### src/rtl/two_way_cache_pkg.sv
package two_way_cache_pkg;

  typedef enum logic [2:0] {
    ST_IDLE,
    ST_CMP,
    ST_WBACK,
    ST_FETCH,
    ST_WTHRU
  } ctrlStateT;

  typedef enum logic [1:0] {
    OP_FETCH,
    OP_BLOCK_WR,
    OP_BYTE_WR
  } memOpT;

  // strobes from the control FSM to the datapath
  typedef struct packed {
    logic  latchReq;
    logic  countAccess;
    logic  hitUpdate;
    logic  holdVictim;
    logic  fillLine;
    memOpT memOp;
  } dpStrobeT;

endpackage

### src/rtl/two_way_cache_dp.sv
module two_way_cache_dp
  import two_way_cache_pkg::*;
#(
  parameter int ADDR_W     = 8,
  parameter int IDX_W      = 2,
  parameter int OFF_W      = 3,
  parameter int CNT_W      = 16,
  parameter int WRITE_BACK = 1
) (
  input  logic                      clk,
  input  logic                      rstN,
  input  dpStrobeT                  strobe,
  input  logic                      cpuWe,
  input  logic [ADDR_W-1:0]         cpuAddr,
  input  logic [7:0]                cpuWdata,
  input  logic [(8<<OFF_W)-1:0]     memRdata,
  output logic                      lookupHit,
  output logic                      victimDirty,
  output logic                      reqWe,
  output logic [7:0]                cpuRdata,
  output logic [ADDR_W-1:0]         memAddr,
  output logic [(8<<OFF_W)-1:0]     memWdata,
  output logic [(1<<OFF_W)-1:0]     memBe,
  output logic [CNT_W-1:0]          hitCount,
  output logic [CNT_W-1:0]          accessCount
);

  localparam int TAG_W  = ADDR_W - IDX_W - OFF_W;
  localparam int SETS   = 1 << IDX_W;
  localparam int LINE_B = 1 << OFF_W;
  localparam int LINE_W = 8 * LINE_B;
  localparam int WAYS   = 2;

  logic [ADDR_W-1:0] reqAddr;
  logic [7:0]        reqWdata;
  logic [TAG_W-1:0]  tagArr   [WAYS][SETS];
  logic [LINE_W-1:0] dataArr  [WAYS][SETS];
  logic [SETS-1:0]   validArr [WAYS];
  logic [SETS-1:0]   dirtyArr [WAYS];
  logic [SETS-1:0]   lruWay;
  logic [WAYS-1:0]   wayMatch;
  logic              hitWay, vicWay, vicWayQ;
  logic [LINE_W-1:0] fillMerged, vicLine, hitLine;

  wire [TAG_W-1:0] reqTag = reqAddr[ADDR_W-1 -: TAG_W];
  wire [IDX_W-1:0] reqIdx = reqAddr[OFF_W +: IDX_W];
  wire [OFF_W-1:0] reqOff = reqAddr[OFF_W-1:0];
  wire [OFF_W+2:0] bitPos = {reqOff, 3'b000};

  // parallel tag compare, one comparator per way
  for (genvar w = 0; w < WAYS; w++) begin : g_cmp
    assign wayMatch[w] = validArr[w][reqIdx] && (tagArr[w][reqIdx] == reqTag);
  end

  assign lookupHit = |wayMatch;
  assign hitWay    = wayMatch[1];

  // invalid ways are chosen before the LRU way
  always_comb begin
    if (!validArr[0][reqIdx])      vicWay = 1'b0;
    else if (!validArr[1][reqIdx]) vicWay = 1'b1;
    else                           vicWay = lruWay[reqIdx];
  end
  assign victimDirty = validArr[vicWay][reqIdx] && dirtyArr[vicWay][reqIdx];

  always_comb begin
    hitLine    = dataArr[hitWay][reqIdx];
    vicLine    = dataArr[vicWayQ][reqIdx];
    fillMerged = memRdata;
    if (reqWe) fillMerged[bitPos +: 8] = reqWdata;
  end

  always_comb begin
    case (strobe.memOp)
      OP_BLOCK_WR: begin
        memAddr  = {tagArr[vicWayQ][reqIdx], reqIdx, {OFF_W{1'b0}}};
        memWdata = vicLine;
        memBe    = '1;
      end
      OP_BYTE_WR: begin
        memAddr  = reqAddr;
        memWdata = {LINE_B{reqWdata}};
        memBe    = {{(LINE_B-1){1'b0}}, 1'b1} << reqOff;
      end
      default: begin
        memAddr  = {reqTag, reqIdx, {OFF_W{1'b0}}};
        memWdata = {LINE_B{reqWdata}};
        memBe    = '0;
      end
    endcase
  end

  always_ff @(posedge clk) begin
    if (!rstN) begin
      reqAddr     <= '0;
      reqWe       <= 1'b0;
      reqWdata    <= '0;
      vicWayQ     <= 1'b0;
      cpuRdata    <= '0;
      lruWay      <= '0;
      hitCount    <= '0;
      accessCount <= '0;
      for (int w = 0; w < WAYS; w++) begin
        validArr[w] <= '0;
        dirtyArr[w] <= '0;
        for (int s = 0; s < SETS; s++) tagArr[w][s] <= '0;
      end
    end else begin
      if (strobe.latchReq) begin
        reqAddr  <= cpuAddr;
        reqWe    <= cpuWe;
        reqWdata <= cpuWdata;
      end
      if (strobe.countAccess) begin
        if (accessCount != '1) accessCount <= accessCount + 1'b1;
        if (lookupHit && hitCount != '1) hitCount <= hitCount + 1'b1;
      end
      if (strobe.holdVictim) vicWayQ <= vicWay;
      if (strobe.hitUpdate) begin
        lruWay[reqIdx] <= ~hitWay;
        cpuRdata       <= hitLine[bitPos +: 8];
        if (reqWe && WRITE_BACK != 0) dirtyArr[hitWay][reqIdx] <= 1'b1;
      end
      if (strobe.fillLine) begin
        tagArr[vicWayQ][reqIdx]   <= reqTag;
        validArr[vicWayQ][reqIdx] <= 1'b1;
        dirtyArr[vicWayQ][reqIdx] <= (WRITE_BACK != 0) && reqWe;
        lruWay[reqIdx]            <= ~vicWayQ;
        cpuRdata                  <= fillMerged[bitPos +: 8];
      end
    end
  end

  // line storage carries no reset
  always_ff @(posedge clk) begin
    if (strobe.hitUpdate && reqWe) dataArr[hitWay][reqIdx][bitPos +: 8] <= reqWdata;
    if (strobe.fillLine)           dataArr[vicWayQ][reqIdx] <= fillMerged;
  end

  AST_SINGLE_WAY_HIT: assert property (@(posedge clk) disable iff (!rstN)
    strobe.countAccess |-> $onehot0(wayMatch));
  AST_HITS_BOUNDED: assert property (@(posedge clk) disable iff (!rstN)
    hitCount <= accessCount);
  AST_FILL_THEN_HIT: assert property (@(posedge clk) disable iff (!rstN)
    strobe.fillLine |=> lookupHit);

endmodule

### src/rtl/two_way_cache_ctrl.sv
module two_way_cache_ctrl
  import two_way_cache_pkg::*;
#(
  parameter int WRITE_BACK  = 1,
  parameter int WRITE_ALLOC = 1
) (
  input  logic     clk,
  input  logic     rstN,
  input  logic     cpuReq,
  input  logic     lookupHit,
  input  logic     victimDirty,
  input  logic     reqWe,
  input  logic     memAck,
  output dpStrobeT strobe,
  output logic     memReq,
  output logic     memWe,
  output logic     cpuBusy,
  output logic     cpuValid,
  output logic     cpuHit
);

  ctrlStateT state, nextState;
  logic      respond, hitSeenQ;

  always_comb begin
    strobe       = '0;
    strobe.memOp = OP_FETCH;
    nextState    = state;
    respond      = 1'b0;
    memReq       = 1'b0;
    memWe        = 1'b0;
    case (state)
      ST_IDLE: if (cpuReq) begin
        strobe.latchReq = 1'b1;
        nextState       = ST_CMP;
      end
      ST_CMP: begin
        strobe.countAccess = 1'b1;
        if (lookupHit) begin
          strobe.hitUpdate = 1'b1;
          if (reqWe && WRITE_BACK == 0) nextState = ST_WTHRU;
          else begin
            respond   = 1'b1;
            nextState = ST_IDLE;
          end
        end else if (reqWe && WRITE_ALLOC == 0) begin
          nextState = ST_WTHRU;
        end else begin
          strobe.holdVictim = 1'b1;
          nextState = victimDirty ? ST_WBACK : ST_FETCH;
        end
      end
      ST_WBACK: begin
        strobe.memOp = OP_BLOCK_WR;
        memReq = 1'b1;
        memWe  = 1'b1;
        if (memAck) nextState = ST_FETCH;
      end
      ST_FETCH: begin
        memReq = 1'b1;
        if (memAck) begin
          strobe.fillLine = 1'b1;
          if (reqWe && WRITE_BACK == 0) nextState = ST_WTHRU;
          else begin
            respond   = 1'b1;
            nextState = ST_IDLE;
          end
        end
      end
      ST_WTHRU: begin
        strobe.memOp = OP_BYTE_WR;
        memReq = 1'b1;
        memWe  = 1'b1;
        if (memAck) begin
          respond   = 1'b1;
          nextState = ST_IDLE;
        end
      end
      default: nextState = ST_IDLE;
    endcase
  end

  assign cpuBusy = (state != ST_IDLE);

  always_ff @(posedge clk) begin
    if (!rstN) begin
      state    <= ST_IDLE;
      cpuValid <= 1'b0;
      cpuHit   <= 1'b0;
      hitSeenQ <= 1'b0;
    end else begin
      state    <= nextState;
      cpuValid <= respond;
      if (state == ST_CMP) hitSeenQ <= lookupHit;
      if (respond) cpuHit <= (state == ST_CMP) ? lookupHit : hitSeenQ;
    end
  end

  AST_MEM_WHILE_BUSY: assert property (@(posedge clk) disable iff (!rstN)
    memReq |-> cpuBusy);
  AST_REQ_HELD: assert property (@(posedge clk) disable iff (!rstN)
    memReq && !memAck |=> memReq);
  AST_VALID_PULSE: assert property (@(posedge clk) disable iff (!rstN)
    cpuValid |=> !cpuValid);

endmodule

### src/rtl/two_way_cache.sv
module two_way_cache
  import two_way_cache_pkg::*;
#(
  parameter int ADDR_W      = 8,
  parameter int IDX_W       = 2,
  parameter int OFF_W       = 3,
  parameter int CNT_W       = 16,
  parameter int WRITE_BACK  = 1,
  parameter int WRITE_ALLOC = 1
) (
  input  logic                  clk,
  input  logic                  rstN,
  input  logic                  cpuReq,
  input  logic                  cpuWe,
  input  logic [ADDR_W-1:0]     cpuAddr,
  input  logic [7:0]            cpuWdata,
  output logic                  cpuBusy,
  output logic                  cpuValid,
  output logic                  cpuHit,
  output logic [7:0]            cpuRdata,
  output logic                  memReq,
  output logic                  memWe,
  output logic [ADDR_W-1:0]     memAddr,
  output logic [(8<<OFF_W)-1:0] memWdata,
  output logic [(1<<OFF_W)-1:0] memBe,
  input  logic                  memAck,
  input  logic [(8<<OFF_W)-1:0] memRdata,
  output logic [CNT_W-1:0]      hitCount,
  output logic [CNT_W-1:0]      accessCount
);

  dpStrobeT strobe;
  logic     lookupHit, victimDirty, reqWe;

  two_way_cache_ctrl #(
    .WRITE_BACK (WRITE_BACK),
    .WRITE_ALLOC(WRITE_ALLOC)
  ) ctrl_i (
    .clk        (clk),
    .rstN       (rstN),
    .cpuReq     (cpuReq),
    .lookupHit  (lookupHit),
    .victimDirty(victimDirty),
    .reqWe      (reqWe),
    .memAck     (memAck),
    .strobe     (strobe),
    .memReq     (memReq),
    .memWe      (memWe),
    .cpuBusy    (cpuBusy),
    .cpuValid   (cpuValid),
    .cpuHit     (cpuHit)
  );

  two_way_cache_dp #(
    .ADDR_W    (ADDR_W),
    .IDX_W     (IDX_W),
    .OFF_W     (OFF_W),
    .CNT_W     (CNT_W),
    .WRITE_BACK(WRITE_BACK)
  ) dp_i (
    .clk        (clk),
    .rstN       (rstN),
    .strobe     (strobe),
    .cpuWe      (cpuWe),
    .cpuAddr    (cpuAddr),
    .cpuWdata   (cpuWdata),
    .memRdata   (memRdata),
    .lookupHit  (lookupHit),
    .victimDirty(victimDirty),
    .reqWe      (reqWe),
    .cpuRdata   (cpuRdata),
    .memAddr    (memAddr),
    .memWdata   (memWdata),
    .memBe      (memBe),
    .hitCount   (hitCount),
    .accessCount(accessCount)
  );

  AST_ADDR_STABLE: assert property (@(posedge clk) disable iff (!rstN)
    memReq && !memAck |=> $stable(memAddr) && $stable(memWe));
  AST_WB_THEN_FETCH: assert property (@(posedge clk) disable iff (!rstN)
    memReq && memWe && (&memBe) && memAck |=> memReq && !memWe);
  AST_WT_BYTE_ONLY: assert property (@(posedge clk) disable iff (!rstN)
    (WRITE_BACK == 0) && memReq && memWe |-> $countones(memBe) == 1);

endmodule

### config.mk
export PLATFORM = sky130hd
export DESIGN_NAME = two_way_cache
export DESIGN_NICKNAME = d
export VERILOG_FILES = /design/src/rtl/two_way_cache_pkg.sv /design/src/rtl/two_way_cache_dp.sv /design/src/rtl/two_way_cache_ctrl.sv /design/src/rtl/two_way_cache.sv
export SDC_FILE = /design/constraint.sdc
export NUM_CORES = 1
export LEC_CHECK = 0
export BUFFER_PORTS_ARGS = -buffer_cell sky130_fd_sc_hd__clkbuf_2
export CORE_MARGIN = 2
export CORE_UTILIZATION = 36
export DETAILED_ROUTE_END_ITERATION = 6
export MAX_ROUTING_LAYER = met4
export PLACE_DENSITY = 0.49
export RECOVER_POWER = 25
export SLEW_MARGIN = 30
export SYNTH_ARGS = -nofsm -noshare
export SYNTH_HDL_FRONTEND = slang
export SYNTH_HIERARCHICAL = 1
export SYNTH_SLANG_ARGS = --single-unit
### constraint.sdc
create_clock -name clk -period 10.18 [get_ports clk]
set_input_delay 2.036 -clock clk [delete_from_list [all_inputs] [get_ports clk]]
set_output_delay 2.036 -clock clk [all_outputs]
set_load 0.01 [all_outputs]
==> impl.org <==
** Place
- IO buf count :: 206
- HPWL reported at the end of detailed placement :: 93.3 mm
- At the end of routability-driven placement, the weighted congestion stood at 0.919.

** Power
- Relative contribution of sequential cells to total power :: 0.460
- Of the total power, the clock network draws 0.431.
- Max VDD drop :: about 120 uV
- Of the total power, combinational logic draws 0.108.
- Summed over all nets, the switching power comes to 1600 uW.
- In this run the power density over the cells is between 100 and 150 nW/um2.
- Internal power comes to 4420 uW.
- Static leakage power :: ~0.014 uW
- Final Total Pwr :: 6020 uW
- Switching fraction of total power :: 0.265

** Timing
- At the pin with the least slew margin, the transition time is 3.87 ns.
- Portion of the clock cycle consumed by the worst path in the final layout :: 0.780
- Setup repair after global routing left no endpoint under its margin.
- Setup violations remaining at the end of the flow were counted as 0.
- The clock arrives with 0.0447 ns of skew.
- The worst path in the final design needs a cycle of 7.94 ns, including I/O delays and setup.
- Measured against its own limit, the worst slew margin works out to -1.58.
- For the final routed database, the setup TNS stands at 0 ns.
- The max-slew violation count was 581.
- The final-report hold violation count is 0.
- For this run, the top clock speed supported by timing is 126 MHz.

** Floorplan
- During I/O placement, the number of pins put on the boundary was 210.
- The core region is 98700 um2.
- The die is 320 um wide.
- Die boundary height :: 320 um
- Effective utilization at floorplan :: 0.364
- In this run the core area contains around 120 standard-cell rows.
- The die covers 102000 um2.

** Setup path
- The worst setup path is of the flip-flop to primary output kind.
- R2r startpoint :: dp_i/reqAddr[3]
- Worst endpoint data arrival time :: about 6 ns
- Startpoint type of the worst setup path :: flip-flop
- R2R cell count :: 6
- The worst setup path is captured at a primary output.
- Worst Path Required :: 8.14 ns
- Critical R2R Capture :: dp_i/dataArr[1][171]
- The worst register-to-register path has a setup slack of 2.46 ns.
- Along the worst path, the maximum fanout reaches 63.

** Routing
- DR vias/cell :: 6.17
- The first detailed-routing pass ran for 6 iterations.
- The routed layout has 28.1k vias.
- DRC violations left :: 0
- Starting DRC count in detailed routing :: 3664
- After detailed routing, the average wire length per cell comes to roughly 31 um.
- The count of nets left with antenna violations once routing finished came out at 0.
- For this block, the routed nets add up to roughly 140 mm of wire.

** Clock network
- Clock root buffer :: sky130_fd_sc_hd__clkbuf_16
- In this run, post-CTS hold repair placed 0 buffers.
- Resized Gates After CTS :: 0
- Clock-pin transition on the worst setup and hold timing paths :: about 0.060 ns
- Clock H-tree levels :: 3
- Clock latency on the worst-skew pair, taken at its later pin, is 0.65 ns.
- TritonCTS clock tree :: done
- Buffers inserted during clock tree synthesis total 74.
- Post-CTS Repair Setup Buffers :: 0
- Maximum root-to-sink buffer count :: 3
- Clock tree synthesis found a total of between 600 and 700 sinks.

** Synth
- Counting distinct cell types in the post-synthesis netlist gives between 60 and 70.
- Synthesized instance count :: 3117
- Synthesis-stage register bit count :: 620
- Synthesized-area fraction occupied by adder cells :: 0.00383
- Counting every net in the synthesized netlist gives 3213.
- Number of enable flip-flop cells after synthesis :: between 500 and 600
- The Yosys step of the flow raised 6 warnings.
- Share of synthesized flip-flops with an asynchronous set or reset :: 0
- By area, the combinational part of the netlist is dominated by multiplexers.
- Post-synth top flop :: sky130_fd_sc_hd__edfxtp_1
- Multiplexer fraction of the synthesized cell area :: 0.237
- Ranked by total cell area, the synthesized netlist is headed by sky130_fd_sc_hd__edfxtp_1, sky130_fd_sc_hd__mux4_2, sky130_fd_sc_hd__o21ai_0, sky130_fd_sc_hd__mux2i_1, sky130_fd_sc_hd__nand2_1.
- Register area share after synthesis :: 0.495
- The mapped netlist covers 35900 um2.
- The biggest area contributor in the post-synthesis netlist is sky130_fd_sc_hd__edfxtp_1.
- Of the total synthesized cell area, the portion taken by AND, OR, NAND and NOR gates is 0.106.
- Xor and xnor fraction of the mapped netlist area :: 0.00658
- The compound-cell area share of the yosys netlist was 0.111.
- Average instance area after synthesis :: 11.5 um2
- Portion of synthesized cell area occupied by the leading cell type :: 0.448

** Worst hold path
- The startpoint identified for the worst hold timing path is dp_i/validArr[0][2].
- Cell depth of the worst min-delay path :: 2
- The path with the worst hold slack has its endpoint at dp_i/validArr[0][2].
- The path class of the tightest hold or removal check is flip-flop to flip-flop.

** Layout
- At the end of the flow the core is filled with cells to 0.411.
- Fill cells in the final layout number 9335.
- In the final layout, the share of cells above drive strength 1 is 0.224.
- The library cell used most frequently in the layout, excluding fill and tap cells, is sky130_fd_sc_hd__o21ai_0.
- P&R area growth vs syn :: 12.7%
- At the end of the flow, the number of nets in the layout was around 3.3k.
- Most frequent cells in the layout :: sky130_fd_sc_hd__o21ai_0, sky130_fd_sc_hd__edfxtp_1, sky130_fd_sc_hd__nand2_1

** Global route
- Antenna violations before repair :: 11
- Global-route total usage across every layer :: 0.279
- Largest net degree at the start of global routing :: 110
- First-pass GRT wire length :: 200 mm
- Global routing finished with a remaining overflow of 0.
- Number of global-route vias before repair :: 27.1k

** Run status
- The flow ran to the end, but the final reports show violations.
- Violations in the final reports :: max-capacitance violations, max-slew violations

** Flow run
- Max cap viols :: 13
cells in the mapped netlist, drive strengths merged (21+ instances only):
| cell | instances |
|---|---|
| o21ai | 606 |
| edfxtp | 536 |
| nand2 | 481 |
| mux4 | 291 |
| clkbuf | 199 |
| mux2i | 190 |
| nor2 | 148 |
| nand3 | 141 |
| buf | 117 |
| a21oi | 95 |
| dfxtp | 84 |
| and2 | 31 |
| nand4 | 26 |
| inv | 21 |
critical path: stages, from the launching register on:
cell                       delay (ns)
sky130_fd_sc_hd__dfxtp_1         2.17
sky130_fd_sc_hd__buf_4           0.96
sky130_fd_sc_hd__buf_4           0.83
sky130_fd_sc_hd__mux4_2          0.60
sky130_fd_sc_hd__mux2i_1         0.17
sky130_fd_sc_hd__a21oi_1         0.23
sky130_fd_sc_hd__clkbuf_2        0.23
sequential cells by signal, summed over array words and instances, names as in the netlist, named ones only:
| signal | flops |
|---|---|
| ctrl_i/cpuHit | 1 |
| ctrl_i/cpuValid | 1 |
| ctrl_i/hitSeenQ | 1 |
| ctrl_i/state | 2 |
| dp_i/accessCount | 16 |
| dp_i/cpuRdata | 8 |
| dp_i/dataArr | 512 |
| dp_i/dirtyArr | 8 |
| dp_i/hitCount | 16 |
| dp_i/lruWay | 4 |
| dp_i/reqAddr | 8 |
| dp_i/reqWdata | 8 |
| dp_i/reqWe | 1 |
| dp_i/tagArr | 24 |
| dp_i/validArr | 8 |
| dp_i/vicWayQ | 1 |
cell families after synthesis:
logic type / count (synthesis)
and+or+nand+nor: 874
AOI/OAI and AO/OA: 760
DFF: 620
muxes: 486
buffers and inverters: 338
xor gates and xnor gates: 27
adders and majority gates: 11
other: 1
routing by layer:
metal	share of wire	global-route usage	wire, um	vias to the layer above
li1	-	-	-	12000
met1	0.40	0.366	56500	14200
met2	0.45	0.424	64200	1616
met3	0.11	0.0656	14800	271
met4	0.039	0.0995	5550	0
met5	0	-	0	-
area by class of cell:
class	instances	area, um2	share of cell area
clock inverter	40	277	0.00682
clock buffer	95	2040	0.0503
multi-input combinational	2159	16900	0.416
timing repair buffer	325	1850	0.0457
sequential	620	17800	0.439
tap	1287	1610	0.0397
antenna	3	7.51	0.000185
inverter	22	83.8	0.00207
stage by stage:
stage,hold slack [ns],worst slack (ns),instances,cell area [um2]
after global routing,0.478,1.73,4551,40500
after CTS,0.449,3.62,4548,40700
final,0.451,2.24,4551,40500
after detailed placement,0.441,4.31,4413,38400
after global placement,0.432,4.26,4410,38200
after floorplan,0.422,5.81,3117,35900
power by group through the flow:
| stage | clock network, uW | logic, uW | registers, uW |
|---|---|---|---|
| after detailed placement | 0 | 643 | 2820 |
| after global placement | 0 | 636 | 2820 |
| after floorplan | 0 | 374 | 2810 |
| after CTS | 2630 | 645 | 2770 |
| after global routing | 2720 | 680 | 2770 |
| final | 2600 | 652 | 2770 |
how the worst max path moves through the flow:
stage / startpoint / to / slack [ns]
after floorplan: dp_i/reqAddr[3] / memWdata[10] / 5.81
after global placement: dp_i/reqAddr[4] / dp_i/dataArr[1][184] / 4.26
after detailed placement: dp_i/reqAddr[4] / memWdata[13] / 4.31
after CTS: dp_i/reqAddr[4] / memWdata[13] / 3.62
after global routing: dp_i/reqAddr[3] / dp_i/dataArr[1][171] / 1.73
final: dp_i/reqAddr[4] / memWdata[30] / 2.24
Note: power is estimated with default switching activity, not from simulation.
